## src/rtl/ospi_tgt_pkg.sv

```systemverilog
package ospi_tgt_pkg;

    typedef enum logic [2:0] {
        ST_IDLE,
        ST_CA_MID,
        ST_CA_TAIL,
        ST_DUMMY,
        ST_WRITE,
        ST_READ,
        ST_SKIP
    } phase_e;

    typedef enum logic [1:0] {
        OP_NONE,
        OP_LOAD,
        OP_STORE
    } op_kind_e;

    localparam logic [7:0] CODE_READ  = 8'h20;
    localparam logic [7:0] CODE_WRITE = 8'hA0;
    localparam logic [7:0] CODE_PROBE = 8'h00;

    function automatic op_kind_e decode_code(input logic [7:0] code);
        op_kind_e k;
        if (code == CODE_WRITE)
            k = OP_STORE;
        else if (code == CODE_READ || code == CODE_PROBE)
            k = OP_LOAD;
        else
            k = OP_NONE;
        return k;
    endfunction

endpackage

```

## src/rtl/ospi_tgt_fsm.sv

```systemverilog
module ospi_tgt_fsm
    import ospi_tgt_pkg::*;
#(
    parameter int PTR_W     = 8,
    parameter int DUMMY_CYC = 1
) (
    input  logic             clk,
    input  logic             rst_n,
    input  logic             cs_n,
    input  logic [7:0]       dq_p,
    input  logic [7:0]       dq_n,
    output phase_e           phase,
    output logic [PTR_W-1:0] ptr
);

    localparam int                DCW       = (DUMMY_CYC > 1) ? $clog2(DUMMY_CYC) : 1;
    localparam logic [DCW-1:0]    DUMMY_END = DCW'(DUMMY_CYC - 1);
    localparam logic [PTR_W-1:0]  PTR_STEP  = PTR_W'(2);

    phase_e         state, state_nxt;
    op_kind_e       kind_q;
    logic [DCW-1:0] dcnt;
    logic [15:0]    ca_low;
    logic           ca_unused;

    assign ca_low    = {dq_p, dq_n};
    assign ca_unused = ^{ca_low[15:PTR_W], ca_low[2:0]};
    assign phase     = state;

    // next-state decision
    always_comb begin
        state_nxt = state;
        unique case (state)
            ST_IDLE:    state_nxt = ST_CA_MID;
            ST_CA_MID:  state_nxt = ST_CA_TAIL;
            ST_CA_TAIL: state_nxt = ST_DUMMY;
            ST_DUMMY: begin
                if (dcnt == DUMMY_END) begin
                    unique case (kind_q)
                        OP_STORE: state_nxt = ST_WRITE;
                        OP_LOAD:  state_nxt = ST_READ;
                        default:  state_nxt = ST_SKIP;
                    endcase
                end
            end
            ST_WRITE, ST_READ, ST_SKIP: state_nxt = state;
            default:    state_nxt = ST_IDLE;
        endcase
        if (cs_n)
            state_nxt = ST_IDLE;
    end

    // state register
    always_ff @(posedge clk or negedge rst_n) begin
        if (!rst_n)
            state <= ST_IDLE;
        else
            state <= state_nxt;
    end

    // command, latency counter and byte pointer
    always_ff @(posedge clk or negedge rst_n) begin
        if (!rst_n) begin
            kind_q <= OP_NONE;
            dcnt   <= '0;
            ptr    <= '0;
        end else if (!cs_n) begin
            unique case (state)
                ST_IDLE:   kind_q <= decode_code(dq_p);
                ST_CA_MID: begin
                    ptr  <= {ca_low[PTR_W-1:3], 3'b000};
                    dcnt <= '0;
                end
                ST_DUMMY:  dcnt <= dcnt + 1'b1;
                ST_WRITE, ST_READ: ptr <= ptr + PTR_STEP;
                default: ;
            endcase
        end
    end


    // abort_to_idle_chk
    abort_to_idle_chk: assert property (@(posedge clk) disable iff (!rst_n)
        cs_n |=> state == ST_IDLE);


    // ptr_step_chk
    ptr_step_chk: assert property (@(posedge clk) disable iff (!rst_n)
        (!cs_n && (state == ST_WRITE || state == ST_READ)) |=> ptr == PTR_W'($past(ptr) + PTR_STEP));


    // data_after_dummy_chk
    data_after_dummy_chk: assert property (@(posedge clk) disable iff (!rst_n)
        ((state == ST_READ || state == ST_WRITE) && !($past(state) == ST_READ || $past(state) == ST_WRITE))
            |-> $past(state) == ST_DUMMY);

endmodule

```

## src/rtl/ospi_tgt_regfile.sv

```systemverilog
module ospi_tgt_regfile #(
    parameter int WORDS = 64,
    parameter int IDX_W = 6
) (
    input  logic             clk,
    input  logic             rst_n,
    input  logic [IDX_W-1:0] idx,
    input  logic [3:0]       be,
    input  logic [31:0]      wdata,
    output logic [31:0]      rdata
);

    logic [31:0] mem [WORDS];

    always_ff @(posedge clk or negedge rst_n) begin
        if (!rst_n) begin
            for (int w = 0; w < WORDS; w++)
                mem[w] <= '0;
        end else begin
            for (int b = 0; b < 4; b++)
                if (be[b])
                    mem[idx][b*8 +: 8] <= wdata[b*8 +: 8];
        end
    end

    assign rdata = mem[idx];


    // be_hold_chk
    be_hold_chk: assert property (@(posedge clk) disable iff (!rst_n)
        (be == 4'b0000) |=> mem[$past(idx)] == $past(rdata));

endmodule

```

## src/rtl/ospi_target_port.sv

```systemverilog
module ospi_target_port
    import ospi_tgt_pkg::*;
#(
    parameter int WORDS     = 64,
    parameter int DUMMY_CYC = 1
) (
    input  logic       clk,
    input  logic       rst_n,
    input  logic       cs_n,
    input  logic [7:0] dq_in_p,
    input  logic [7:0] dq_in_n,
    input  logic       rwds_in_p,
    input  logic       rwds_in_n,
    output logic [7:0] dq_out_p,
    output logic [7:0] dq_out_n,
    output logic       dq_oe,
    output logic       rwds_out_p,
    output logic       rwds_out_n,
    output logic       rwds_oe
);

    localparam int IDX_W = $clog2(WORDS);
    localparam int PTR_W = IDX_W + 2;

    phase_e             phase;
    logic [PTR_W-1:0]   ptr;
    logic [IDX_W-1:0]   word_idx;
    logic               upper_half;
    logic [3:0]         be;
    logic [31:0]        wdata;
    logic [31:0]        rdata;
    logic               wr_cyc;
    logic               rd_cyc;

    ospi_tgt_fsm #(
        .PTR_W     (PTR_W),
        .DUMMY_CYC (DUMMY_CYC)
    ) u_fsm (
        .clk   (clk),
        .rst_n (rst_n),
        .cs_n  (cs_n),
        .dq_p  (dq_in_p),
        .dq_n  (dq_in_n),
        .phase (phase),
        .ptr   (ptr)
    );

    ospi_tgt_regfile #(
        .WORDS (WORDS),
        .IDX_W (IDX_W)
    ) u_rf (
        .clk   (clk),
        .rst_n (rst_n),
        .idx   (word_idx),
        .be    (be),
        .wdata (wdata),
        .rdata (rdata)
    );

    assign word_idx   = ptr[PTR_W-1:2];
    assign upper_half = ptr[1];
    assign wr_cyc     = (phase == ST_WRITE) && !cs_n;
    assign rd_cyc     = (phase == ST_READ) && !cs_n;
    assign wdata      = {dq_in_p, dq_in_n, dq_in_p, dq_in_n};

    // lane enables: rising byte is the high byte of the addressed half
    always_comb begin
        be = 4'b0000;
        if (wr_cyc) begin
            if (upper_half) begin
                be[3] = !rwds_in_p;
                be[2] = !rwds_in_n;
            end else begin
                be[1] = !rwds_in_p;
                be[0] = !rwds_in_n;
            end
        end
    end

    // output process
    always_comb begin
        dq_oe      = rd_cyc;
        rwds_oe    = rd_cyc;
        rwds_out_p = rd_cyc;
        rwds_out_n = 1'b0;
        dq_out_p   = 8'h00;
        dq_out_n   = 8'h00;
        if (rd_cyc) begin
            dq_out_p = upper_half ? rdata[31:24] : rdata[15:8];
            dq_out_n = upper_half ? rdata[23:16] : rdata[7:0];
        end
    end


    // release_chk
    release_chk: assert property (@(posedge clk) disable iff (!rst_n)
        cs_n |-> (!dq_oe && !rwds_oe));


    // write_no_drive_chk
    write_no_drive_chk: assert property (@(posedge clk) disable iff (!rst_n)
        (phase == ST_WRITE) |-> (!dq_oe && !rwds_oe));


    // strobe_phase_chk
    strobe_phase_chk: assert property (@(posedge clk) disable iff (!rst_n)
        rwds_oe |-> (dq_oe && rwds_out_p && !rwds_out_n));


    // skip_quiet_chk
    skip_quiet_chk: assert property (@(posedge clk) disable iff (!rst_n)
        (phase == ST_SKIP) |-> (!dq_oe && be == 4'b0000));

endmodule

```

## config.mk

```make
export PLATFORM = sky130hd
export DESIGN_NAME = ospi_target_port
export DESIGN_NICKNAME = d
export VERILOG_FILES = /design/src/rtl/ospi_tgt_pkg.sv /design/src/rtl/ospi_tgt_fsm.sv /design/src/rtl/ospi_tgt_regfile.sv /design/src/rtl/ospi_target_port.sv
export SDC_FILE = /design/constraint.sdc
export NUM_CORES = 2
export LEC_CHECK = 0
export ABC_AREA = 1
export BUFFER_PORTS_ARGS = -buffer_cell sky130_fd_sc_hd__buf_2
export CAP_MARGIN = 20
export CORE_MARGIN = 2
export CORE_UTILIZATION = 65
export CTS_BUF_LIST = sky130_fd_sc_hd__clkbuf_4 sky130_fd_sc_hd__clkbuf_8
export DETAILED_ROUTE_END_ITERATION = 10
export PLACE_DENSITY_LB_ADDON = 0.05
export SYNTH_ARGS = -nofsm -noshare
export SYNTH_HDL_FRONTEND = slang
export SYNTH_SLANG_ARGS = --single-unit
```

## constraint.sdc

```tcl
create_clock -name clk -period 5.9 [get_ports clk]
set_input_delay 0.295 -clock clk [delete_from_list [all_inputs] [get_ports clk]]
set_output_delay 0.295 -clock clk [all_outputs]
set_load 0.05 [all_outputs]
```

* Yosys cells after proc, flatten, opt, wreduce, memory -nomap -nowiden *
Cells that the tools add are included.

word-level totals
  input bits = 21
  flip-flop bits (word level) = 2062
  word-level logic and storage cells = 137

cells by class
  equal/unequal tests = 12
  add/sub/neg operators = 2
  reductions and logical operators = 17
  bitwise logic cells = 2
  mux-type cells = 34
  order comparisons = 2

operators by type and width
  kind                                                                           number
  2048-bit bitwise mux                                                           4
  2048-bit 2-to-1 mux                                                            4
  32-bit demux with 6-bit select                                                 4
  32-bit binary-select mux with 6-bit select                                     1
  32-bit 2-to-1 mux                                                              3
  8-bit 2-to-1 mux                                                               5
  24-bit 2-to-1 mux                                                              1
  16-bit 2-to-1 mux                                                              1
  8-bit case mux with 2 select lines                                             1
  3-bit case mux with 5 select lines                                             1
  3-bit equality test (second input constant)                                    3
  8-bit by 2-bit adder with 8-bit output (second input constant)                 1
  8-bit by 6-bit equality test with 1-bit output (second input constant)         1
  8-bit equality test (second input constant)                                    1
  8-bit zero test                                                                1
  2-bit AND reduction                                                            4
  7-bit greater-or-equal comparator (second input constant)                      1
  7-bit by 1-bit less-than comparator with 1-bit output (second input constant)  1
  6-bit NOT with 7-bit output                                                    1
  3-bit by 2-bit equality test with 1-bit output (second input constant)         2
  2-bit 2-to-1 mux                                                               3
  3-bit 2-to-1 mux                                                               2
  4-bit 2-to-1 mux                                                               1
  2-bit case mux with 2 select lines                                             1
  other kinds (16)                                                               21

* Longest topological paths before layout *
  word-level depth = 13
  depth in mapped cells = 17
  depth with buffers taken out = 13

* By module *
From an unflattened synthesis, not the netlist that was laid out.

second synthesis, totals
  cell total of the unflattened synthesis = 13497
  area total of the unflattened synthesis = 98304.3 sq um

by module, submodules not included
  module            area an instance (sq um)  cells each  times used  seq. area each (sq um)
  ospi_tgt_regfile  96960.5                   13260       1           51249.2
  ospi_tgt_fsm      793.3                     114         1           325.3
  ospi_target_port  550.5                     123         1           0.0

* Worst setup path before layout *
No wires, ideal clock.

  path type = register -> output
  from = register u_fsm.state[1] (netlist: u_fsm.phase[1])
  to = output port dq_out_n[5]
  slack = 3.110 ns
  stages on the path, launching flop included = 7
  arrival = 2.495 ns
  path buffers = 1
  cells stage by stage = dfrtp_1 -> nor2_1 -> inv_1 -> nor3_1 -> clkbuf_1 -> nand2_1 -> nor2_1

on the way
  word-level cells in the longest chain between the ends = 3

RTL lines
  what                    line                    source
  start, declared         ospi_tgt_fsm.sv:20      phase_e state, state_nxt;
  start signal, assigned  ospi_tgt_fsm.sv:58      state <= state_nxt;
  3-bit equality test     ospi_target_port.sv:63  assign rd_cyc = (phase == ST_READ) && !cs_n;
  1-bit logical AND       ospi_target_port.sv:63
  net dq_oe               ospi_target_port.sv:16  output logic dq_oe,
  8-bit 2-to-1 mux        ospi_target_port.sv:88  if (rd_cyc) begin
  end, declared           ospi_target_port.sv:15  output logic [7:0] dq_out_n,

The timed path passes the listed nets, and every way through them passes these cells.

* Worst setup path after layout *
  from = register u_fsm.ptr[4]
  to = output port dq_out_n[0]

on the way
  word-level cells in the longest chain between the ends = 6

RTL lines
  what                                                  line                    source
  start, declared                                       ospi_tgt_fsm.sv:13      output logic [PTR_W-1:0] ptr
  start signal, assigned                                ospi_tgt_fsm.sv:71      ptr <= {ca_low[PTR_W-1:3], 3'b000};
  start signal, assigned                                ospi_tgt_fsm.sv:75      ST_WRITE, ST_READ: ptr <= ptr + PTR_STEP;
  6-bit NOT with 7-bit output (not written as such)     ospi_tgt_regfile.sv:26  assign rdata = mem[idx];
  32-bit binary-select mux with 6-bit select            ospi_tgt_regfile.sv:26
  32-bit 2-to-1 mux (not written as such) (2 in a row)  ospi_tgt_regfile.sv:26
  8-bit 2-to-1 mux                                      ospi_target_port.sv:90  dq_out_n = upper_half ? rdata[23:16] : rdata[7:0];
  8-bit 2-to-1 mux                                      ospi_target_port.sv:88

No other way between the ends. The select of a mux whose other input is x is not followed.

==> out/results.txt <==
The flow ran to the end, and the final reports show no timing, DRC or antenna violations. Dividing total power by cell area gives a power density of 341 nW/um^2. The number of setup buffers added after CTS is 0.

STA classifies the critical path endpoint as an output port. Sorting the synthesized cells by area gives the leading types as dfrtp_1 54%, nand2_1 28%, o21ai_0 11%. Library cell used as clock root buffer: clkbuf_8.

The die covers 151000 sq um. Based on the critical path, the design can be clocked at up to 181 MHz. Count of mapped cells out of synthesis: 13000. Summed over all nets, the switching power comes to 12.6 mW.

The total leakage power was 52.0 nW. Compared with the post-synthesis result, the final layout area differs by 8.41%. Switching power share of the total: 0.354.

The run gives 0.537 as the post-synthesis sequential area ratio. The smallest clock period supported by the final layout is computed as 5520 ps. The die is 388 um wide. The logs give 0.208 for the share of power burned in combinational logic and 5610 ps for the required time of the critical path.

TritonCTS built the clock tree. During synthesis, Yosys emitted a total of 0 warnings. Yosys instantiated no cell more often than nand2_1.

The total number of H-tree levels was 5; the average wire per cell in the routed design was 20.4 um. Once layout is complete, the cells apart from fillers number 14800. The logs give 0 for the remaining antenna violation count and 14200 for the placed cell count. For the total global routing overflow, the log shows 0.

The worst hold path belongs to the class in -> reg. Setup repair after global routing left no endpoint under its margin. The share of post-route cells with drive strength above 1 was 0.0653. The run gives 0 as the final max-slew violation count.

Post-detailed-route DRC marker count: 0. Hold path depth: 4. The routed design has 301 mm of wire.

Routability-driven placement finished with a final weighted congestion of 0.941. The share of the synthesized area in the top cell type was 0.537; the via count of the first global-routing pass was 81400. The tools report the internal portion of total power as 23.0 mW. Cell type with the largest total area after synthesis: dfrtp_1. The largest fanout of any net on the critical path is 125, and the peak supply drop is 540 uV.

The portion of the clock cycle consumed by the worst path in the final layout was 0.935; the CTS buffer count was 349. Yosys mapped a number of flops with a built-in enable equal to 0. The max capacitance violation total came out at 0.

The worst register-to-register path has a depth of 9. The register clock-pin slew on the reported worst setup and hold paths was 60 ps. The tools report the hold violation total from the final report as 0. By count the netlist is led by 7176 x nand2_1, 2061 x dfrtp_1, 2023 x o21ai_0, 805 x clkbuf_1, 241 x a21oi_1.

The tools report the final net count as 12600. Area after detailed placement: 96600 sq um. The adder-cell share of the synthesized area was 0.000260. The effective utilization at floorplan is 0.652, and the data arrival at the endpoint of the critical path is 5220 ps. The number of antenna violations at the first check in global routing was 9; the number of detailed-routing iterations run before antenna repair was 8. The share of flip-flops with an asynchronous set or reset is 1.00, and the detailed placer's ending HPWL is 179 mm. For the overall fraction of global-route tracks in use, the log shows 0.399.

Port buffer count: 39. For the post-synthesis net count, the log shows 13000. Part of the total power dissipated in sequential elements: 0.415. In this run, distinct cell masters in the synthesized netlist total 28.

The detailed-route vias per instance works out to 5.86. The run gives 141 as the number of rows in the core area. The core region is 147000 sq um.

Fraction of the mapped netlist area in compound gates: 0.126. The worst-case headroom to the max-slew limit is 0.130. The type of element launching the critical path was a register. In the synthesized netlist the dominant register cell turns out to be dfrtp_1. The cell area after layout is 104000 sq um. The logs give 184 for the largest net degree at the start of global routing and 41 for the number of primary I/O pins. The kind of critical path was reg -> out. The clock latency on the worst-skew pair came out at 1060 ps. Across all layers, the routed design uses 86500 vias.

The xor/xnor share of the synthesized area is 0.000365. The first routing iteration left 10200 violations. Clock network fraction of design power: 0.377.

The number of synthesized register bits was 2061. Averaged over all synthesized cells, the footprint is 7.40 sq um. The first global-routing pass estimated 471 mm of wire. The clock passes through at most 4 buffers. From bottom edge to top edge, the die measures 388 um. Counting every sink on the clock net gives 2061. On the final layout, the worst clock skew is 42.7 ps. The worst-margin pin slew is 1300 ps, and the accumulated negative setup slack is 0 ps. Setup violations remaining at the end of the flow were counted as 0. By area, the combinational part of the netlist is dominated by simple AND/OR/NAND/NOR gates. After synthesis the cells add up to 96100 sq um.

Share of synthesized area spent on multiplexers: 0. The post-synthesis simple-gate area fraction came out at 0.297.
[per-stage QoR]
stage | hold slack (ps) | setup slack, ps | power [mW] | utilization
floorplan | -0.591 | 3110 | 19.1 | -
global placement | 430 | 1080 | 22.1 | 0.656
detailed placement | 437 | 1320 | 22.1 | 0.656
CTS | 158 | 513 | 35.3 | 0.707
global route | 212 | 333 | 36.6 | 0.707
finish | 229 | 381 | 35.5 | 0.707
[what timing repair did]
item	in CTS	in global routing
gates resized for setup	0	0
hold endpoints to repair	931	0
hold buffers	26	0
[logic make-up after synthesis]
family / Yosys count
flip-flops: 2061
other: 1
XOR/XNOR: 4
adder cells (fa/ha/maj): 2
AND/OR/NAND/NOR: 7513
AO/OA/AOI/OAI: 2403
buffers and inverters: 1000
[state kept, by name (all words and copies together), names as in the netlist]
name / flops
u_rf.mem: 2048
u_fsm.ptr: 7
u_fsm.kind_q: 2
u_fsm.dcnt: 1
u_fsm.phase: 3
[placed cells by master (no fill, tap or decap), types with 2 or more instances in the layout]
master,n
bufinv_16,3
inv_2,10
buf_2,38
or2_2,24
nor2_4,2
xor2_1,4
o21ai_1,125
buf_4,101
nand3_1,96
nand2_1,7176
clkinvlp_4,4
a21oi_1,241
clkinv_2,20
nor3_2,3
ha_1,2
o22ai_1,4
buf_6,4
inv_4,16
nor3_4,8
buf_12,31
nor2_1,176
dfrtp_4,3
nor2_2,7
inv_8,3
clkbuf_8,444
dfrtp_1,2058
o211ai_1,7
clkbuf_4,116
dlygate4sd3_1,25
diode_2,7
nand4_1,19
inv_1,38
o21ai_0,2023
[routing by layer]
layer,global-route usage,share of wire,vias to the layer above
li1,-,-,40200
met1,0.539,0.40,41200
met2,0.600,0.45,4363
met3,0.102,0.10,795
met4,0.204,0.054,4
met5,0,0.000083,-
[layout make-up]
cell class	instances	area (sq um)
Inverter	68	318
Timing Repair Buffer	200	1890
Clock buffer	560	6980
Sequential cell	2061	51600
Tap cell	1930	2410
Fill cell	12300	43200
Multi-Input combinational cell	9923	40700
Antenna cell	7	17.5
Clock inverter	28	229
[final timing paths]
kind	from	endpoint	slack (ps)
worst min-delay path	dq_in_n[5]	u_fsm.ptr[5]	230
worst max register to register	u_fsm.ptr[3]	u_rf.mem[1542]	1080
worst max-delay path	u_fsm.ptr[4]	dq_out_n[0]	380
worst min register to register	u_rf.mem[750]	u_rf.mem[750]	480
max in group asynchronous	rst_n	u_rf.mem[1521]	3970
min in group asynchronous	rst_n	u_rf.mem[996]	420
[worst max-delay path, stage by stage (launching register included)]
cell and delay (ps):
dfrtp_4 950, inv_8 500, nor2_2 240, buf_4 380, nand2_1 550, nor2_1 340, a21oi_1 80, nand3_1 90
nand2_1 60, nand3_1 190, nor2_1 80, nor2_1 320, buf_2 340
[power by group through the flow]
stage / combinational [mW] / sequential, mW / clock (mW)
after floorplan: 4.32 / 14.8 / 0
after global placement: 7.10 / 15.0 / 0
after detailed placement: 7.12 / 15.0 / 0
after CTS: 7.15 / 14.7 / 13.4
after global routing: 7.67 / 14.8 / 14.1
final: 7.39 / 14.8 / 13.4
Power figures use the tool's default switching activity.
